$ cat src/rtl/prbs7_pkg.sv
`timescale 1ns/1ps
package prbs7_pkg;
   localparam int ORDER  = 7;
   localparam int TAP_HI = 7;
   localparam int TAP_LO = 6;

   typedef logic [ORDER-1:0] lfsr_t;

   localparam lfsr_t SEED = '1;

   // feedback for x^7 + x^6 + 1: newest bit = bit 7 back XOR bit 6 back
   function automatic logic fb_bit(lfsr_t s);
      return s[TAP_HI-1] ^ s[TAP_LO-1];
   endfunction

   function automatic lfsr_t shift_in(lfsr_t s, logic b);
      return {s[ORDER-2:0], b};
   endfunction
endpackage

$ cat src/rtl/prbs7_gen.sv
`timescale 1ns/1ps
module prbs7_gen
   import prbs7_pkg::*;
#(
   parameter int W = 20
) (
   input  logic         clk,
   input  logic         rst_n,
   input  logic         adv,
   output logic [W-1:0] word_o,
   output lfsr_t        state_o
);
   lfsr_t st_q;
   lfsr_t st_nx;

   always_comb begin
      lfsr_t s;
      s      = st_q;
      word_o = '0;
      for (int i = 0; i < W; i++) begin
         word_o[i] = fb_bit(s);
         s         = shift_in(s, word_o[i]);
      end
      st_nx = s;
   end

   always_ff @(posedge clk or negedge rst_n) begin
      if (!rst_n)   st_q <= SEED;
      else if (adv) st_q <= st_nx;
   end

   assign state_o = st_q;
endmodule

$ cat src/rtl/prbs7_sel.sv
`timescale 1ns/1ps
module prbs7_sel #(
   parameter int W       = 20,
   parameter bit OUT_REG = 1'b1
) (
   input  logic         clk,
   input  logic         rst_n,
   input  logic         sel,
   input  logic [W-1:0] prbs_word,
   input  logic [W-1:0] data_word,
   output logic [W-1:0] out_word
);
   logic [W-1:0] pick;

   assign pick = sel ? prbs_word : data_word;

   generate
      if (OUT_REG) begin : g_reg
         logic [W-1:0] out_q;
         always_ff @(posedge clk or negedge rst_n) begin
            if (!rst_n) out_q <= '0;
            else        out_q <= pick;
         end
         assign out_word = out_q;
      end else begin : g_comb
         assign out_word = rst_n ? pick : '0;
      end
   endgenerate
endmodule

$ cat src/rtl/prbs7_chk.sv
`timescale 1ns/1ps
module prbs7_chk
   import prbs7_pkg::*;
#(
   parameter int W          = 20,
   parameter int ERR_W      = 8,
   parameter int LOCK_WORDS = 20
) (
   input  logic             clk,
   input  logic             rst_n,
   input  logic             en,
   input  logic [W-1:0]     rx_word,
   output logic [ERR_W-1:0] err_cnt,
   output logic             lock,
   output logic             mis_any_o
);
   localparam int CW    = $clog2(W + 1);
   localparam int SW    = ((ERR_W > CW) ? ERR_W : CW) + 1;
   localparam int RUN_W = $clog2(LOCK_WORDS + 1);

   lfsr_t            hist_q, hist_nx;
   logic             primed_q;
   logic [W-1:0]     mis;
   logic [CW-1:0]    nmis;
   logic [SW-1:0]    sum;
   logic [ERR_W-1:0] err_q, err_sat;
   logic [RUN_W-1:0] run_q, run_nx;
   logic             lock_q;

   always_comb begin
      lfsr_t s;
      s    = hist_q;
      mis  = '0;
      nmis = '0;
      for (int i = 0; i < W; i++) begin
         mis[i] = rx_word[i] ^ fb_bit(s);
         nmis   = nmis + CW'(mis[i]);
         s      = shift_in(s, rx_word[i]);
      end
      hist_nx = s;
   end

   assign sum     = SW'(err_q) + SW'(nmis);
   assign err_sat = (sum > SW'({ERR_W{1'b1}})) ? {ERR_W{1'b1}} : sum[ERR_W-1:0];
   assign run_nx  = (run_q == RUN_W'(LOCK_WORDS)) ? run_q : run_q + RUN_W'(1);

   always_ff @(posedge clk or negedge rst_n) begin
      if (!rst_n) begin
         hist_q   <= SEED;
         primed_q <= 1'b0;
         err_q    <= '0;
         run_q    <= '0;
         lock_q   <= 1'b0;
      end else begin
         hist_q <= hist_nx;
         if (!en) begin
            primed_q <= 1'b0;
            run_q    <= '0;
            lock_q   <= 1'b0;
         end else if (!primed_q) begin
            primed_q <= 1'b1;
         end else begin
            err_q <= err_sat;
            if (nmis != '0) begin
               run_q  <= '0;
               lock_q <= 1'b0;
            end else begin
               run_q  <= run_nx;
               lock_q <= (run_nx == RUN_W'(LOCK_WORDS));
            end
         end
      end
   end

   assign err_cnt   = err_q;
   assign lock      = lock_q;
   assign mis_any_o = en & primed_q & (|mis);
endmodule

$ cat src/rtl/prbs7_inject_top.sv
`timescale 1ns/1ps
module prbs7_inject_top
   import prbs7_pkg::*;
#(
   parameter int W          = 20,
   parameter int ERR_W      = 8,
   parameter int LOCK_WORDS = 20,
   parameter bit OUT_REG    = 1'b1
) (
   input  logic             clk,
   input  logic             rst_n,
   input  logic             test_en,
   input  logic [W-1:0]     enc_word,
   output logic [W-1:0]     ser_word,
   input  logic             chk_en,
   input  logic [W-1:0]     rx_word,
   output logic [ERR_W-1:0] err_cnt,
   output logic             chk_lock
);
   generate
      if (W < ORDER) begin : g_bad_w
         $error("word width must cover the generator order");
      end
      if (ERR_W < 1) begin : g_bad_e
         $error("error counter needs at least one bit");
      end
      if (LOCK_WORDS < 1) begin : g_bad_l
         $error("lock run must be at least one word");
      end
   endgenerate

   logic [W-1:0] gen_word;
   lfsr_t        gen_state;
   logic         chk_mis_any;

   prbs7_gen #(.W(W)) u_gen (
      .clk     (clk),
      .rst_n   (rst_n),
      .adv     (test_en),
      .word_o  (gen_word),
      .state_o (gen_state)
   );

   prbs7_sel #(.W(W), .OUT_REG(OUT_REG)) u_sel (
      .clk       (clk),
      .rst_n     (rst_n),
      .sel       (test_en),
      .prbs_word (gen_word),
      .data_word (enc_word),
      .out_word  (ser_word)
   );

   prbs7_chk #(.W(W), .ERR_W(ERR_W), .LOCK_WORDS(LOCK_WORDS)) u_chk (
      .clk       (clk),
      .rst_n     (rst_n),
      .en        (chk_en),
      .rx_word   (rx_word),
      .err_cnt   (err_cnt),
      .lock      (chk_lock),
      .mis_any_o (chk_mis_any)
   );
endmodule

$ cat config.mk
export PLATFORM = sky130hd
export DESIGN_NAME = prbs7_inject_top
export DESIGN_NICKNAME = d
export VERILOG_FILES = /design/src/rtl/prbs7_pkg.sv /design/src/rtl/prbs7_gen.sv /design/src/rtl/prbs7_sel.sv /design/src/rtl/prbs7_chk.sv /design/src/rtl/prbs7_inject_top.sv
export SDC_FILE = /design/constraint.sdc
export NUM_CORES = 1
export LEC_CHECK = 0
export ABC_AREA = 1
export BUFFER_PORTS_ARGS = -buffer_cell sky130_fd_sc_hd__buf_2
export CORE_ASPECT_RATIO = 0.8
export CORE_MARGIN = 2
export CORE_UTILIZATION = 59
export CTS_CLUSTER_SIZE = 14
export DETAILED_ROUTE_END_ITERATION = 7
export PLACE_DENSITY_LB_ADDON = 0.25
export SETUP_SLACK_MARGIN = 0.3
export SLEW_MARGIN = 20
export SYNTH_ARGS = -nofsm -noshare
export SYNTH_HDL_FRONTEND = slang
export SYNTH_SLANG_ARGS = --single-unit
$ cat constraint.sdc
create_clock -name clk -period 8.8 [get_ports clk]
set_input_delay 0.88 -clock clk [delete_from_list [all_inputs] [get_ports clk]]
set_output_delay 0.88 -clock clk [all_outputs]
set_load 0.05 [all_outputs]
; Yosys cells after proc, flatten, opt, wreduce, memory -nomap -nowiden
; Index checks and enable logic that the tools add are counted.
[word_totals]
regBits = 49
input_bits = 44
[classes]
add_sub_neg = 21
n_lt_le_gt_ge = 1
n_eq_ne = 3
n_mux = 10
n_bitwise = 60
n_reduce_logical = 2
[op_table]
columns = operator, n
row1 = 5-bit by 1-bit adder with 5-bit output, 18
row2 = 1-bit bitwise XOR, 60
row3 = 20-bit 2-to-1 mux, 1
row4 = 5-bit 2-to-1 mux, 4
row5 = 5-bit == test (second input constant), 2
row6 = 8-bit by 5-bit adder with 9-bit output, 1
row7 = 9-bit by 8-bit > comparator with 1-bit output (second input constant), 1
row8 = 8-bit 2-to-1 mux, 1
row9 = 5-bit by 1-bit adder with 5-bit output (second input constant), 1
row10 = 5-bit nonzero test, 1
row11 = 1-bit 2-to-1 mux, 4
row12 = 1-bit by 1-bit adder with 2-bit output, 1
row13 = 2-bit by 1-bit != test with 1-bit output (second input constant), 1
row14 = 2-bit AND reduction, 1

; Logic depth before layout (Yosys ltp)
[logic_depth]
depth_word = 25
mapped_depth = 25
depth_no_buf = 25

; Modules after synthesis
; Synthesis repeated with hierarchy kept, for this count alone.
[hier_totals]
cells_unflattened = 500
area_unflattened_um2 = 3599.7
[by_module_without_submodules]
columns = module, n_inst, cells_each, area_per_inst_um2, seq_area_each_um2
row1 = prbs7_chk, 1, 336, 2280.9, 559.3
row2 = prbs7_sel, 1, 85, 767.0, 500.5
row3 = prbs7_gen, 1, 79, 551.8, 183.9

; Worst setup path before layout
; Ideal clock, no wire load.
[synth_path]
path_type = input to register
from = input port rx_word[0]
to = register u_chk.err_q[0] (netlist: u_chk.err_cnt[0])
setup_ns = 0.083
arrival_ns = 5.948
t_required_ns = 8.717
path_slack_ns = 2.769
stages = 21
n_path_buf = 0
path_cell_list = xor2_1 > inv_1 > ha_1 > fa_1 > fa_1 > fa_1 > inv_1 > fa_1 > fa_1 > fa_1 > fa_1 > inv_1 > nand2_1 > and2_1 > ha_1 > nand3_1 > nand2_1 > nand2_1 > nand2_1 > nand4_2 > o21ai_0
[synth_between]
elab_chain_cells = 23
word_cells_on_any_way = 27
[synth_rtl]
columns = element, line_no
row1 = start: declaration, prbs7_inject_top.sv:16  ; input logic [W-1:0] rx_word,
row2 = 1-bit bitwise XOR, prbs7_chk.sv:36  ; mis[i] = rx_word[i] ^ fb_bit(s);
row3 = 1-bit by 1-bit adder with 2-bit output, prbs7_chk.sv:37  ; nmis = nmis + CW'(mis[i]);
row4 = 5-bit by 1-bit adder with 5-bit output (5 in a row), prbs7_chk.sv:37
row5 = 5-bit by 1-bit adder with 5-bit output (*) (13 in a row), prbs7_chk.sv:37
row6 = 8-bit by 5-bit adder with 9-bit output (*), prbs7_chk.sv:43  ; assign sum = SW'(err_q) + SW'(nmis);
row7 = 9-bit by 8-bit > comparator with 1-bit output, prbs7_chk.sv:44  ; assign err_sat = (sum > SW'({ERR_W{1'b1}})) ? {ERR_W{1'b1}} : sum[ERR_W-1:0];
row8 = 8-bit 2-to-1 mux (*), prbs7_chk.sv:44
row9 = end signal: assignment, prbs7_chk.sv:63  ; err_q <= err_sat;
row10 = end: declaration, prbs7_chk.sv:26  ; logic [ERR_W-1:0] err_q, err_sat;
; Every way passes the cells marked *; elsewhere a longest branch is shown, timed or not.
; A chain may end at the register's enable or synchronous reset.

; Final worst setup path
[layout_path]
from = input port rx_word[0]
to = register u_chk.err_q[3] (netlist: u_chk.err_cnt[3])
; The elaborated chain is that of the path after synthesis.

==> metrics.txt <==
Routability Congestion=0.879; Die Footprint=6250 um^2; layout cell share with drive strength beyond 1=0.251; Clk pin slew, worst setup/hold paths=90 ps; standard cell with the maximum stage delay on the critical path=fa_1; hold slack=529 ps; Layout Skew=4.76 ps; worst path bufs/invs=4; share of the synthesized area in the top cell type=0.264; initial antenna violation count=0; critical path arrival=6360 ps; CP max FO=6; post-DP HPWL=5.28 mm; Area Overhead vs Synth=15.8%; routed len/inst=12.8 um; Final ANT Viol Nets=0; post-synthesis register bit count=49; row count=24; outcome=finished clean; GRT Overall Usage=0.249; min Tclk post-route=6130 ps; FMAX=163 MHz; unrepaired setup endpoints after global routing=false; worst path cell trace=buf_2 -> xor2_1 -> inv_1 -> ha_1 -> fa_1 -> fa_1 -> fa_1 -> inv_1 -> fa_1 -> fa_1 -> fa_1 -> fa_1 -> inv_1 -> nand2_1 -> and2_1 -> ha_1 -> nand3_1 -> nand2_1 -> nand2_1 -> nand2_1 -> nand4_2 -> nand3_1; largest net degree at the start of global routing=50; most common cell in the netlist=nand2_1; Die Y=71.1 um; PortBufs=72; Diodes inserted=0; vias in the first global route=2677; total core area=5440 um^2; drt first pass iters=4; Hold Violations, Final=0; number of max-slew violations in the final report=0; DRT iter0 DRCs=161; I/O pin cnt=73; CP Data Required Time=9040 ps; max-cap viol count=0; routed via count=2617; placed cells=528; Post-synth ARST share=1.00; GRT overflow=0; clock sinks=49; Syn Inst Count=386; HP Class=reg2reg; vias per inst=4.88; CTS buffer count=5; yosys warns=0; post-CTS setup buffer count=0; top cells by area, synth=dfrtp_1 26%, nand2_1 12%, dfstp_2 11%; Post-Synthesis Mean Instance Area=8.60 um^2; largest area contributor in the netlist=dfrtp_1; Slew @ Worst Pin=614 ps; Slew HR=0.591; Max stage delay on crit path=540 ps; fin nets=531; routed wire length=6.87 mm; cell area after synthesis=3320 um^2; Non-Filler Instances=536; Max H-tree Level=2; Remaining DRCs=0; post-synth cell types=31; root buf cell=clkbuf_8; chip width=87.9 um; Period Utilization, post-route=0.696; final setup violation count=0; clk_lat worst skew=300 ps; crit path capture type=flop; hold bufs inserted after CTS=0; first-pass GRT wire length=12.1 mm; Initial Util=0.611; CTS tree=yes; top post-synthesis cells by count=104 x nand2_1, 45 x inv_1, 35 x dfrtp_1; Setup crit start kind=input port; Setup Crit Path Kind=in2reg; CTS resizes=0; Layout Utilization=0.707; CP most frequent cell=fa_1; post-route setup TNS=0 ps; Most used DFF post-synth=dfrtp_1; clk buf depth=2; EDFF count, synth=0; post-synthesis net count=460; sequential share of the synthesized area=0.375; crit-path leading delay family=adder cells
## worst paths after layout
| path | startpoint | endpoint | slack [ps] | depth (start not counted) |
|---|---|---|---|---|
| min reg2reg | u_chk.lock$_DFFE_PN0P_ | u_chk.lock$_DFFE_PN0P_ | 530 | 2 |
| min | u_chk.lock$_DFFE_PN0P_ | u_chk.lock$_DFFE_PN0P_ | 530 | 2 |
| max reg2reg | u_chk.hist_q[5]$_DFF_PN1_ | u_chk.err_cnt[3]$_DFFE_PN0P_ | 2680 | 22 |
| min in group asynchronous | rst_n | u_sel.out_word[19]$_DFF_PN0_ | 570 | 1 |
| max | rx_word[0] | u_chk.err_cnt[3]$_DFFE_PN0P_ | 2670 | 22 |
| max in group asynchronous | rst_n | u_sel.out_word[6]$_DFF_PN0_ | 7800 | 1 |
## per-layer routing
metal,GRT usage,vias to the layer above,wire (um)
met4,0.0479,0,23
met1,0.330,1219,3070
met3,0.0630,2,286
met5,0,-,0
li1,-,1334,-
met2,0.417,62,3490
## state kept, by name, summed over array words and instances (netlist names)
| register | count |
|---|---|
| u_chk.hist_q | 7 |
| u_sel.out_word | 20 |
| u_chk.primed_q | 1 |
| u_chk.run_q | 5 |
| u_chk.err_cnt | 8 |
| u_chk.lock | 1 |
| u_gen.state_o | 7 |
## metrics by stage
stage          worst slack (ps)  cell area [um^2]
3_3_place_gp               2490              3720
3_5_place_dp               2380              3720
5_1_grt                    2280              3840
4_1_cts                    2680              3840
6_report                   2670              3840
2_1_floorplan              2770              3320
## final cells by class
class	count	area (um^2)
Sequential cell	49	1240
Multi-Input combinational cell	278	1820
Inverter	51	194
Tap cell	78	97.6
Clock inverter	2	37.5
Fill cell	449	1590
Clock buffer	6	82.6
Timing Repair Buffer	72	363
## kinds of logic after synthesis
family          after synthesis  share of synthesized area
simple gates                160                      0.207
fa+ha+maj                    30                      0.145
compound gates               38                     0.0588
buf+inv                      59                     0.0758
xor+xnor                     50                      0.139
flops                        49                      0.375
## tightest hold or removal path, stage by stage (launching register included)
cell     delay [ps]
dfrtp_1         370
nand2_1          60
nand2_1          70
## placed cells by master (no fill, tap or decap), types with 2 or more instances in the layout
master | synthesis | layout
nand2_1 | 104 | 104
buf_2 | 0 | 71
inv_1 | 45 | 45
dfrtp_1 | 35 | 35
xnor2_1 | 26 | 26
nor2_1 | 22 | 22
xor2_1 | 21 | 21
o21ai_0 | 20 | 20
nand3_1 | 18 | 18
ha_1 | 16 | 16
fa_1 | 14 | 14
dfstp_2 | 14 | 14
a21oi_1 | 12 | 12
nand2_2 | 7 | 7
clkbuf_8 | 0 | 6
inv_2 | 4 | 4
o21ai_1 | 4 | 4
nand3_2 | 2 | 2
xnor2_2 | 2 | 2
nand3b_1 | 2 | 2
nor2_4 | 2 | 2
Power is not shown: default switching activity piles up to over one toggle a cycle in this logic, so the estimate is an artifact.
